File: src/rtl/srq_readout_pkg.sv
package srq_readout_pkg;
  typedef enum logic [2:0] {
    ST_IDLE,
    ST_MASK,
    ST_FIND,
    ST_CONV,
    ST_WORD,
    ST_DONE
  } seq_state_e;
endpackage

File: src/rtl/rd_edge_sync.sv
module rd_edge_sync #(
  parameter int unsigned SYNC_STAGES = 2
) (
  input  logic clk_i,
  input  logic rst_ni,
  input  logic rd_clk_i,
  output logic rise_o,
  output logic fall_o
);
  logic [SYNC_STAGES:0] sync_q;

  always_ff @(posedge clk_i or negedge rst_ni) begin
    if (!rst_ni) sync_q <= '0;
    else         sync_q <= {sync_q[SYNC_STAGES-1:0], rd_clk_i};
  end

  assign rise_o =  sync_q[SYNC_STAGES-1] & ~sync_q[SYNC_STAGES];
  assign fall_o = ~sync_q[SYNC_STAGES-1] &  sync_q[SYNC_STAGES];
endmodule

File: src/rtl/trig_capture.sv
module trig_capture #(
  parameter int unsigned NCH = 8
) (
  input  logic           clk_i,
  input  logic           rst_ni,
  input  logic           clr_i,
  input  logic           line_act_i,
  input  logic [NCH-1:0] trig_i,
  output logic [NCH-1:0] mask_o,
  output logic           req_o
);
  logic [NCH-1:0] hit_q;

  always_ff @(posedge clk_i or negedge rst_ni) begin
    if (!rst_ni)          hit_q <= '0;
    else if (clr_i)       hit_q <= '0;
    else if (!line_act_i) hit_q <= hit_q | trig_i;
  end

  assign mask_o = hit_q;
  assign req_o  = |hit_q;

  AST_FREEZE_HOLDS: assert property (@(posedge clk_i) disable iff (!rst_ni)
    (line_act_i && !clr_i) |=> $stable(hit_q));
  AST_RESET_RELEASES: assert property (@(posedge clk_i) disable iff (!rst_ni)
    clr_i |=> !req_o);
endmodule

File: src/rtl/readout_seq.sv
module readout_seq
  import srq_readout_pkg::*;
#(
  parameter int unsigned NCH   = 8,
  parameter int unsigned ADC_W = 10,
  localparam int unsigned SEL_W = $clog2(NCH),
  localparam int unsigned PTR_W = $clog2(NCH + 1),
  localparam int unsigned SH_W  = (NCH > ADC_W) ? NCH : ADC_W,
  localparam int unsigned CNT_W = $clog2(SH_W + 1)
) (
  input  logic             clk_i,
  input  logic             rst_ni,
  input  logic             clr_i,
  input  logic             line_act_i,
  input  logic             rise_i,
  input  logic             fall_i,
  input  logic [NCH-1:0]   mask_i,
  input  logic             adc_done_i,
  input  logic [ADC_W-1:0] adc_data_i,
  output logic [SEL_W-1:0] mux_sel_o,
  output logic             adc_start_o,
  output logic             eoc_o,
  output logic             data_o
);
  seq_state_e       state_q;
  logic [SH_W-1:0]  sh_q;
  logic [CNT_W-1:0] cnt_q;
  logic [PTR_W-1:0] ptr_q;
  logic [SEL_W-1:0] sel_q;
  logic             start_q, eoc_q, data_q;

  // lowest set hit bit at or above the scan pointer
  logic             found;
  logic [SEL_W-1:0] nxt_ch;
  always_comb begin
    found  = 1'b0;
    nxt_ch = '0;
    for (int i = 0; i < NCH; i++) begin
      if (!found && mask_i[i] && (PTR_W'(i) >= ptr_q)) begin
        found  = 1'b1;
        nxt_ch = SEL_W'(i);
      end
    end
  end

  always_ff @(posedge clk_i or negedge rst_ni) begin
    if (!rst_ni) begin
      state_q <= ST_IDLE;
      sh_q    <= '0;
      cnt_q   <= '0;
      ptr_q   <= '0;
      sel_q   <= '0;
      start_q <= 1'b0;
      eoc_q   <= 1'b0;
      data_q  <= 1'b0;
    end else if (clr_i) begin
      state_q <= ST_IDLE;
      sh_q    <= '0;
      cnt_q   <= '0;
      ptr_q   <= '0;
      start_q <= 1'b0;
      eoc_q   <= 1'b0;
      data_q  <= 1'b0;
    end else begin
      start_q <= 1'b0;
      eoc_q   <= 1'b0;
      unique case (state_q)
        ST_IDLE: if (line_act_i && rise_i) begin
          sh_q    <= SH_W'(mask_i) << (SH_W - NCH);
          cnt_q   <= '0;
          ptr_q   <= '0;
          state_q <= ST_MASK;
        end
        ST_MASK: if (fall_i) begin
          data_q <= sh_q[SH_W-1];
          sh_q   <= sh_q << 1;
          if (cnt_q == CNT_W'(NCH - 1)) state_q <= ST_FIND;
          else                          cnt_q   <= cnt_q + 1'b1;
        end
        ST_FIND: begin
          if (found) begin
            sel_q   <= nxt_ch;
            start_q <= 1'b1;
            ptr_q   <= PTR_W'(nxt_ch) + 1'b1;
            state_q <= ST_CONV;
          end else begin
            state_q <= ST_DONE;
          end
        end
        ST_CONV: if (adc_done_i) begin
          sh_q    <= SH_W'(adc_data_i) << (SH_W - ADC_W);
          cnt_q   <= '0;
          eoc_q   <= 1'b1;
          state_q <= ST_WORD;
        end
        ST_WORD: if (fall_i) begin
          data_q <= sh_q[SH_W-1];
          sh_q   <= sh_q << 1;
          if (cnt_q == CNT_W'(ADC_W - 1)) state_q <= ST_FIND;
          else                            cnt_q   <= cnt_q + 1'b1;
        end
        ST_DONE: if (fall_i) data_q <= 1'b0;
        default: state_q <= ST_IDLE;
      endcase
    end
  end

  assign mux_sel_o   = sel_q;
  assign adc_start_o = start_q;
  assign eoc_o       = eoc_q;
  assign data_o      = data_q;

  AST_START_ON_TRIGGERED: assert property (@(posedge clk_i) disable iff (!rst_ni)
    adc_start_o |-> mask_i[mux_sel_o]);
  AST_START_SINGLE: assert property (@(posedge clk_i) disable iff (!rst_ni)
    adc_start_o |=> !adc_start_o);
  AST_EOC_AFTER_DONE: assert property (@(posedge clk_i) disable iff (!rst_ni)
    eoc_o |-> $past(adc_done_i));
  AST_DONE_LOW: assert property (@(posedge clk_i) disable iff (!rst_ni)
    (state_q == ST_DONE && fall_i) |=> !data_o);
endmodule

File: src/rtl/srq_readout_top.sv
module srq_readout_top #(
  parameter int unsigned NCH         = 8,
  parameter int unsigned ADC_W       = 10,
  parameter int unsigned SYNC_STAGES = 2,
  localparam int unsigned SEL_W = $clog2(NCH)
) (
  input  logic             clk_i,
  input  logic             rst_ni,
  input  logic [NCH-1:0]   trig_i,
  input  logic             srq_line_ni,
  output logic             srq_oe_o,
  output logic             srq_o,
  input  logic             rd_clk_i,
  input  logic             host_rst_i,
  output logic [SEL_W-1:0] mux_sel_o,
  output logic             adc_start_o,
  input  logic             adc_done_i,
  input  logic [ADC_W-1:0] adc_data_i,
  output logic             eoc_o,
  output logic             data_o
);
  logic           line_act, rise, fall, req;
  logic [NCH-1:0] mask;

  assign line_act = ~srq_line_ni;

  trig_capture #(.NCH(NCH)) u_cap (
    .clk_i      (clk_i),
    .rst_ni     (rst_ni),
    .clr_i      (host_rst_i),
    .line_act_i (line_act),
    .trig_i     (trig_i),
    .mask_o     (mask),
    .req_o      (req)
  );

  rd_edge_sync #(.SYNC_STAGES(SYNC_STAGES)) u_sync (
    .clk_i    (clk_i),
    .rst_ni   (rst_ni),
    .rd_clk_i (rd_clk_i),
    .rise_o   (rise),
    .fall_o   (fall)
  );

  readout_seq #(.NCH(NCH), .ADC_W(ADC_W)) u_seq (
    .clk_i       (clk_i),
    .rst_ni      (rst_ni),
    .clr_i       (host_rst_i),
    .line_act_i  (line_act),
    .rise_i      (rise),
    .fall_i      (fall),
    .mask_i      (mask),
    .adc_done_i  (adc_done_i),
    .adc_data_i  (adc_data_i),
    .mux_sel_o   (mux_sel_o),
    .adc_start_o (adc_start_o),
    .eoc_o       (eoc_o),
    .data_o      (data_o)
  );

  assign srq_oe_o = req;
  assign srq_o    = 1'b0; // open drain: pull low only

  AST_REQ_ON_HIT: assert property (@(posedge clk_i) disable iff (!rst_ni)
    (!line_act && |trig_i && !host_rst_i) |=> srq_oe_o);
endmodule

File: config.mk
export PLATFORM = sky130hd
export DESIGN_NAME = srq_readout_top
export DESIGN_NICKNAME = d
export VERILOG_FILES = /design/src/rtl/srq_readout_pkg.sv /design/src/rtl/rd_edge_sync.sv /design/src/rtl/trig_capture.sv /design/src/rtl/readout_seq.sv /design/src/rtl/srq_readout_top.sv
export SDC_FILE = /design/constraint.sdc
export NUM_CORES = 1
export LEC_CHECK = 0
export BUFFER_PORTS_ARGS = -buffer_cell sky130_fd_sc_hd__buf_4
export CORE_UTILIZATION = 60
export CTS_CLUSTER_DIAMETER = 150
export DETAILED_ROUTE_END_ITERATION = 10
export PLACE_DENSITY = 0.82
export RECOVER_POWER = 100
export SYNTH_ARGS = -nofsm -noshare
export SYNTH_HDL_FRONTEND = slang
export SYNTH_SLANG_ARGS = --single-unit
File: constraint.sdc
create_clock -name clk_i -period 4.48 [get_ports clk_i]
set_input_delay 0.896 -clock clk_i [delete_from_list [all_inputs] [get_ports clk_i]]
set_output_delay 0.896 -clock clk_i [all_outputs]
set_load 0.1 [all_outputs]
==> impl_metrics.py, run 1 <==
metrics = {
    "run_status": {
        "outcome": "complete, but fails checks",
        "violations": "capacitance limit, slew limit",
    },
    "placement": {
        "place_inst": 299,
        "place_congestion": 0.8730,
        "portBuffers": 30,
        "post-dp-hpwl_mm": 3.680,
    },
    "logic_synthesis": {
        "avgSynthCellArea_um2": 9.512,
        "async_flop_share_pct": 100.0,
        "syn_area_um2": 2273,
        "yosys_register_bits": 38,
        "syn_inst": 239,
        "netlist.top_cell.by_area": "dfrtp_1",
        "synth_edf_count": 0,
        "synth-main-ff-cell": "dfrtp_1",
        "synth_top_area_share_pct": 41.83,
        "yosys-top-cells-area": "dfrtp_1 42%, mux2_1 5.0%, o22ai_1 5.0%, a21oi_1 4.6%, nor2_1 4.1%",
        "yosys_warnings": 0,
        "syn_nets": 266,
        "ys_types": 61,
        "seq_area_frac_synth_pct": 41.83,
    },
    "timing": {
        "finalHoldViolations": 0,
        "report.final.slew_viol_count": 39,
        "finalCriticalPeriod_ps": 2801,
        "fmax_mhz": 357.0,
        "finClkSkew_ps": 3.013,
        "setup_violations": 0,
        "tightest_slew_ps": 1950,
        "rsz0062_at_grt": "false",
        "tns_ps": 0,
        "period_share_pct": 62.52,
        "slew_headroom_pct": -30.03,
    },
    "global_route": {
        "antenna_found_initial": 0,
        "first_global_vias": 1947,
        "grt_max_degree": 39,
        "grt_first_pass_wirelength_mm": 9.135,
        "groute.usage.overall_pct": 29.76,
        "overflow": 0,
    },
    "final_layout": {
        "syn2layout_area_growth_pct": 10.46,
        "antennaDiodeCount": 0,
        "nets": 287,
        "post_route_cells_drive_above_1_share_pct": 14.94,
        "fill_cells": 289,
        "final_cells": 307,
    },
    "clocking": {
        "cts_resized": 0,
        "clockBufferDepth": 2,
        "insertion_delay_ps": 300,
        "cts_inserted_buffers": 5,
        "cts_root_buf": "clkbuf_8",
        "cts-htree-levels": 2,
        "clock-sinks": 38,
        "clkSlewWorstSetupHoldPaths_ps": 70,
        "postCtsHoldBufs": 0,
        "cts_tree": "done",
        "postCtsSetupBuffers": 0,
    },
    "power": {
        "leakagePower_uw": 0.001124,
        "power.total_uw": 824.7,
        "comb_power_share_pct": 19.0,
        "power.density_nw_per_um2": 328.4,
        "pwr-share-clk_pct": 34.6,
        "peakVddDrop_v": 0.0002766,
        "p_int_uw": 581.0,
        "p_sw_share_pct": 29.55,
        "seq_power_share_pct": 46.5,
        "p_switching_uw": 243.7,
    },
    "route": {
        "viasPerCell": 6.463,
        "first_pass_iters": 4,
        "wire_per_inst_um": 16.97,
        "drc": 0,
        "vias": 1984,
        "first_iter_violations": 130,
        "totalWireLength_mm": 5.211,
        "antenna_left": 0,
    },
    "critical_path": {
        "crit_path_max_fanout": 32,
        "end_kind": "flip-flop",
        "cp.arrival_ps": 2980,
        "cp.required_ps": 4660,
        "cp-start-kind": "input pin",
        "criticalPathCategory": "input pin to flip-flop",
    },
    "die": {
        "io_pins": 32,
        "die_height_um": 63.56,
        "dieArea_um2": 4039,
        "die_w_um": 63.56,
        "floorplan.initialDensity_pct": 65.55,
        "num_rows": 21,
        "core_area_um2": 3468,
    },
    "hold_path": {
        "hold_path_class": "flip-flop to flip-flop",
    },
    "run": {
        "max-cap-violations": 1,
    },
}
-- cells by family (layout without fill, tap and decap cells) --
group | count (synthesis) | count (layout) | synth area share (%)
AOI/OAI and AO/OA | 83 | 83 | 24.71
xor gates and xnor gates | 2 | 2 | 0.7706
adders and majority gates | 3 | 3 | 1.651
buffers and inverters | 23 | 45 | 6.109
DFF | 38 | 38 | 41.83
muxes | 12 | 12 | 5.944
other | 1 | 1 | 0.1649
and+or+nand+nor | 77 | 77 | 18.82
-- Yosys cell counts, types with 2 or more instances --
| library cell | count |
|---|---|
| dfrtp_1 | 38 |
| nor2_1 | 25 |
| a21oi_1 | 21 |
| o22ai_1 | 18 |
| nand2_1 | 11 |
| mux2_1 | 10 |
| a211oi_1 | 9 |
| o21ai_0 | 8 |
| clkbuf_1 | 7 |
| inv_1 | 6 |
| a21o_1 | 4 |
| nand3_1 | 4 |
| nor2b_1 | 4 |
| clkbuf_8 | 3 |
| ha_1 | 3 |
| nand2b_1 | 3 |
| nor3_1 | 3 |
| or2_2 | 3 |
| or4_1 | 3 |
| a211o_1 | 2 |
| a221o_1 | 2 |
| a22o_1 | 2 |
| a2bb2oi_1 | 2 |
| and3_1 | 2 |
| and4b_1 | 2 |
| buf_2 | 2 |
| buf_6 | 2 |
| mux2_2 | 2 |
| nor3b_1 | 2 |
| nor4_1 | 2 |
| o21ai_1 | 2 |
| o31a_1 | 2 |
| or3b_2 | 2 |
-- layer usage --
layer / GRT usage, % / part of all wire, % / wire length (um) / vias up
met3: 4.529 / 6.0 / 314 / 14
li1: - / - / - / 938
met5: 0 / 0 / 0 / -
met4: 13.92 / 2.3 / 119 / 0
met2: 48.54 / 48 / 2485 / 90
met1: 38.55 / 44 / 2293 / 942
-- worst paths after layout --
check | start | to | slack (ps) | cells past startpoint
min in group asynchronous | rst_ni | u_seq.state_q[2] | 1140 | 1
max in group asynchronous | rst_ni | u_cap.mask_o[0] | 2230 | 1
hold reg to reg | u_sync.sync_q[0] | u_sync.sync_q[1] | 350 | 0
setup / recovery | host_rst_i | u_seq.sh_q[4] | 1680 | 4
hold / removal | u_sync.sync_q[0] | u_sync.sync_q[1] | 350 | 0
setup reg to reg | u_seq.state_q[0] | u_seq.sh_q[4] | 1900 | 4
-- final cells by class --
cell class                      count  area [um^2]  area share [%]
Tap cell                           46        57.56           2.292
Clock buffer                        7        76.32           3.039
Timing Repair Buffer               30        191.4           7.623
Multi-Input combinational cell    178         1179           46.94
Sequential cell                    38        950.9           37.87
Inverter                            7        26.28           1.046
Clock inverter                      1        30.03           1.196
-- critical path, cell delays in order --
cell      delay [ps]
clkbuf_1         950
or4_1            290
o31a_1           450
mux2_1           380
-- flip-flops by register name, summed over array words and instances (netlist names) --
signal and cells:
u_seq.sh_q 10, u_cap.mask_o 8, u_seq.cnt_q 4, u_seq.ptr_q 4, u_seq.mux_sel_o 3, u_seq.state_q 3
u_sync.sync_q 3, u_seq.adc_start_o 1, u_seq.data_o 1, u_seq.eoc_o 1
-- through the flow --
step	utilization, %	setup WS, ps	area (um^2)	hold slack, ps
final	72.40	1679	2511	353.3
after detailed placement	70.45	1850	2444	336.3
after global routing	72.40	1549	2511	364.9
after global placement	70.45	1889	2444	333.5
after CTS	73.52	1946	2550	352.4
after floorplan	-	2050	2273	331.2
-- cell usage in the layout (no fill, tap or decap), types with 3 or more instances in the layout --
cell      netlist  routed
o22ai_1        18      18
a21o_1          4       4
nor2_1         25      25
buf_4           1      20
clkbuf_1        7      11
a21oi_1        21      21
nor2b_1         4       4
nand2_1        11      11
inv_1           6       6
o21ai_0         8       9
ha_1            3       3
or2_2           3       3
nand2b_1        3       3
nand3_1         4       4
mux2_1         10      10
nor3_1          3       3
a211oi_1        9       9
dfrtp_1        38      38
clkbuf_8        3       5
or4_1           3       3
-- power by group through the flow --
stage	logic [uW]	registers (uW)	clock network, uW
after global placement	157	389	0
after detailed placement	161	389	0
final	156	383	285
after CTS	162	383	288
after global routing	171	386	302
after floorplan	93.6	409	0
Power figures use the tool's default switching activity.
==> inputs of run 2 (changes only) <==
--- a/config.mk
+++ b/config.mk
@@ -6,10 +6,10 @@
 export NUM_CORES = 1
 export LEC_CHECK = 0
 export BUFFER_PORTS_ARGS = -buffer_cell sky130_fd_sc_hd__buf_4
-export CORE_UTILIZATION = 60
+export CORE_UTILIZATION = 57
 export CTS_CLUSTER_DIAMETER = 150
 export DETAILED_ROUTE_END_ITERATION = 10
-export PLACE_DENSITY = 0.82
+export PLACE_DENSITY = 0.78
 export RECOVER_POWER = 100
 export SYNTH_ARGS = -nofsm -noshare
 export SYNTH_HDL_FRONTEND = slang
==> constraint.sdc (replaced) <==
create_clock -name clk_i -period 2.9 [get_ports clk_i]
set_input_delay 0.58 -clock clk_i [delete_from_list [all_inputs] [get_ports clk_i]]
set_output_delay 0.58 -clock clk_i [all_outputs]
set_load 0.1 [all_outputs]
==> run 2 against run 1 <==
Compared with the run above: the run still ends with capacitance limit, slew limit left; first-iteration DRC count down 22%; final area up 0.35%; cell count up 1.3%; sequential cell count unchanged; largest cell class unchanged.
==> impl_metrics.py, run 2 (synthesized netlist as in run 1, its figures left out) <==
metrics = {
    "global_route": {
        "overflow": 0,
        "groute.usage.overall_pct": 28.22,
        "grt_first_pass_wirelength_mm": 8.907,
        "grt_max_degree": 39,
        "antenna_found_initial": 0,
        "first_global_vias": 1886,
    },
    "run_status": {
        "outcome": "complete, but fails checks",
        "violations": "capacitance limit, slew limit",
    },
    "timing": {
        "tightest_slew_ps": 2026,
        "rsz0062_at_grt": "false",
        "finalHoldViolations": 0,
        "setup_violations": 0,
        "period_share_pct": 86.27,
        "report.final.slew_viol_count": 39,
        "slew_headroom_pct": -35.07,
        "finClkSkew_ps": 7.155,
        "tns_ps": 0,
        "fmax_mhz": 399.7,
        "finalCriticalPeriod_ps": 2502,
    },
    "clocking": {
        "clockBufferDepth": 2,
        "postCtsHoldBufs": 0,
        "cts_inserted_buffers": 5,
        "cts-htree-levels": 2,
        "clock-sinks": 38,
        "clkSlewWorstSetupHoldPaths_ps": 80,
        "postCtsSetupBuffers": 0,
        "cts_resized": 0,
        "insertion_delay_ps": 300,
        "cts_root_buf": "clkbuf_8",
        "cts_tree": "done",
    },
    "hold_path": {
        "min_to": "u_sync.sync_q[1]",
        "holdPathStages": 0,
        "hold_path_class": "flip-flop to flip-flop",
        "hold_path.startpoint": "u_sync.sync_q[0]",
    },
    "critical_path": {
        "r2r_end": "u_seq.cnt_q[2]",
        "end_kind": "flip-flop",
        "worstRegToRegCells": 5,
        "cp-start-kind": "input pin",
        "r2r-start": "u_seq.state_q[1]",
        "regToRegSetupSlack_ps": 520,
        "cp.arrival_ps": 2690,
        "criticalPathCategory": "input pin to flip-flop",
        "cp.required_ps": 3090,
        "crit_path_max_fanout": 32,
    },
    "final_layout": {
        "antennaDiodeCount": 0,
        "mostFrequentLayoutCells": "38 x dfrtp_1, 25 x nor2_1, 21 x a21oi_1, 21 x buf_4, 18 x o22ai_1",
        "top_register": "u_seq.sh_q",
        "final_common_cell": "dfrtp_1",
        "fill_cells": 330,
        "largest_reg_flops": 10,
        "nets": 289,
        "syn2layout_area_growth_pct": 10.84,
        "fin_area_um2": 2520,
        "post_route_cells_drive_above_1_share_pct": 14.83,
        "post-route-util_pct": 67.31,
    },
    "die": {
        "io_pins": 32,
        "core_area_um2": 3744,
        "num_rows": 22,
        "floorplan.initialDensity_pct": 60.73,
        "die_height_um": 65.16,
        "dieArea_um2": 4245,
        "die_w_um": 65.16,
    },
    "run": {
        "max-cap-violations": 1,
    },
    "route": {
        "vias": 1997,
        "first_pass_iters": 4,
        "drc": 0,
        "first_iter_violations": 101,
        "wire_per_inst_um": 16.48,
        "antenna_left": 0,
        "totalWireLength_mm": 5.126,
        "viasPerCell": 6.421,
    },
    "power": {
        "power.density_nw_per_um2": 511.4,
        "leakagePower_uw": 0.001135,
        "peakVddDrop_v": 0.0003144,
        "power.total_uw": 1289,
    },
    "placement": {
        "place_congestion": 0.8404,
        "portBuffers": 30,
        "place_area_um2": 2461,
        "post-dp-hpwl_mm": 3.534,
    },
}
==> run 2: changes by cell type in the layout (fill, tap and decap cells not counted) <==
| cell | previous run | this run |
|---|---|---|
| a32oi_1 | 0 | 1 |
| a32oi_2 | 1 | 0 |
| buf_4 | 20 | 21 |
| clkbuf_1 | 11 | 10 |
| clkbuf_2 | 0 | 1 |
| clkinvlp_4 | 0 | 1 |
| o21ba_1 | 0 | 1 |
| o21ba_2 | 1 | 0 |
| or3b_1 | 0 | 1 |
| or3b_4 | 1 | 0 |
==> run 2: through the flow <==
stage / setup slack (ps) / instances / hold WS, ps
floorplan: 786.2 / 239 / 284.4
global placement: 627.4 / 303 / 332.5
detailed placement: 557.8 / 303 / 345.7
CTS: 598.6 / 311 / 245.5
global route: 288.2 / 311 / 379.4
finish: 398.2 / 311 / 359.7
==> run 2: per-layer routing <==
metal	vias to the layer above	share of wire, %	global-route usage [%]
met4	0	2.0	11.41
met1	962	46	37.44
li1	951	-	-
met2	76	46	44.14
met5	-	0	0
met3	8	6.1	7.118
==> run 2: worst max-delay path, cell delays in order <==
cell,delay (ps)
clkbuf_1,970
or4_1,290
o31a_1,460
mux2_1,380
==> run 2: worst max-delay path by stage <==
stage	from	endpoint	slack, ps
2_1_floorplan	u_cap.mask_o[3]	srq_oe_o	790
3_3_place_gp	u_seq.state_q[1]	u_seq.sh_q[6]	630
3_5_place_dp	srq_line_ni	u_seq.sh_q[7]	560
4_1_cts	u_seq.state_q[1]	u_seq.sh_q[7]	600
5_1_grt	host_rst_i	u_seq.sh_q[3]	290
6_report	host_rst_i	u_seq.sh_q[7]	400
==> run 2: layout make-up <==
class	instances	area (um^2)	area share [%]
clock inverter	2	37.54	1.490
tap	48	60.06	2.383
sequential	38	950.9	37.74
multi-input combinational	178	1169	46.38
clock buffer	6	72.57	2.880
timing repair buffer	32	203.9	8.093
inverter	7	26.28	1.043
==> run 2: power breakdown <==
| part | internal (uW) | total, uW | switching, uW |
|---|---|---|---|
| clock network | 257 | 456 | 199 |
| registers | 559 | 589 | 30.3 |
| logic | 81.2 | 244 | 163 |
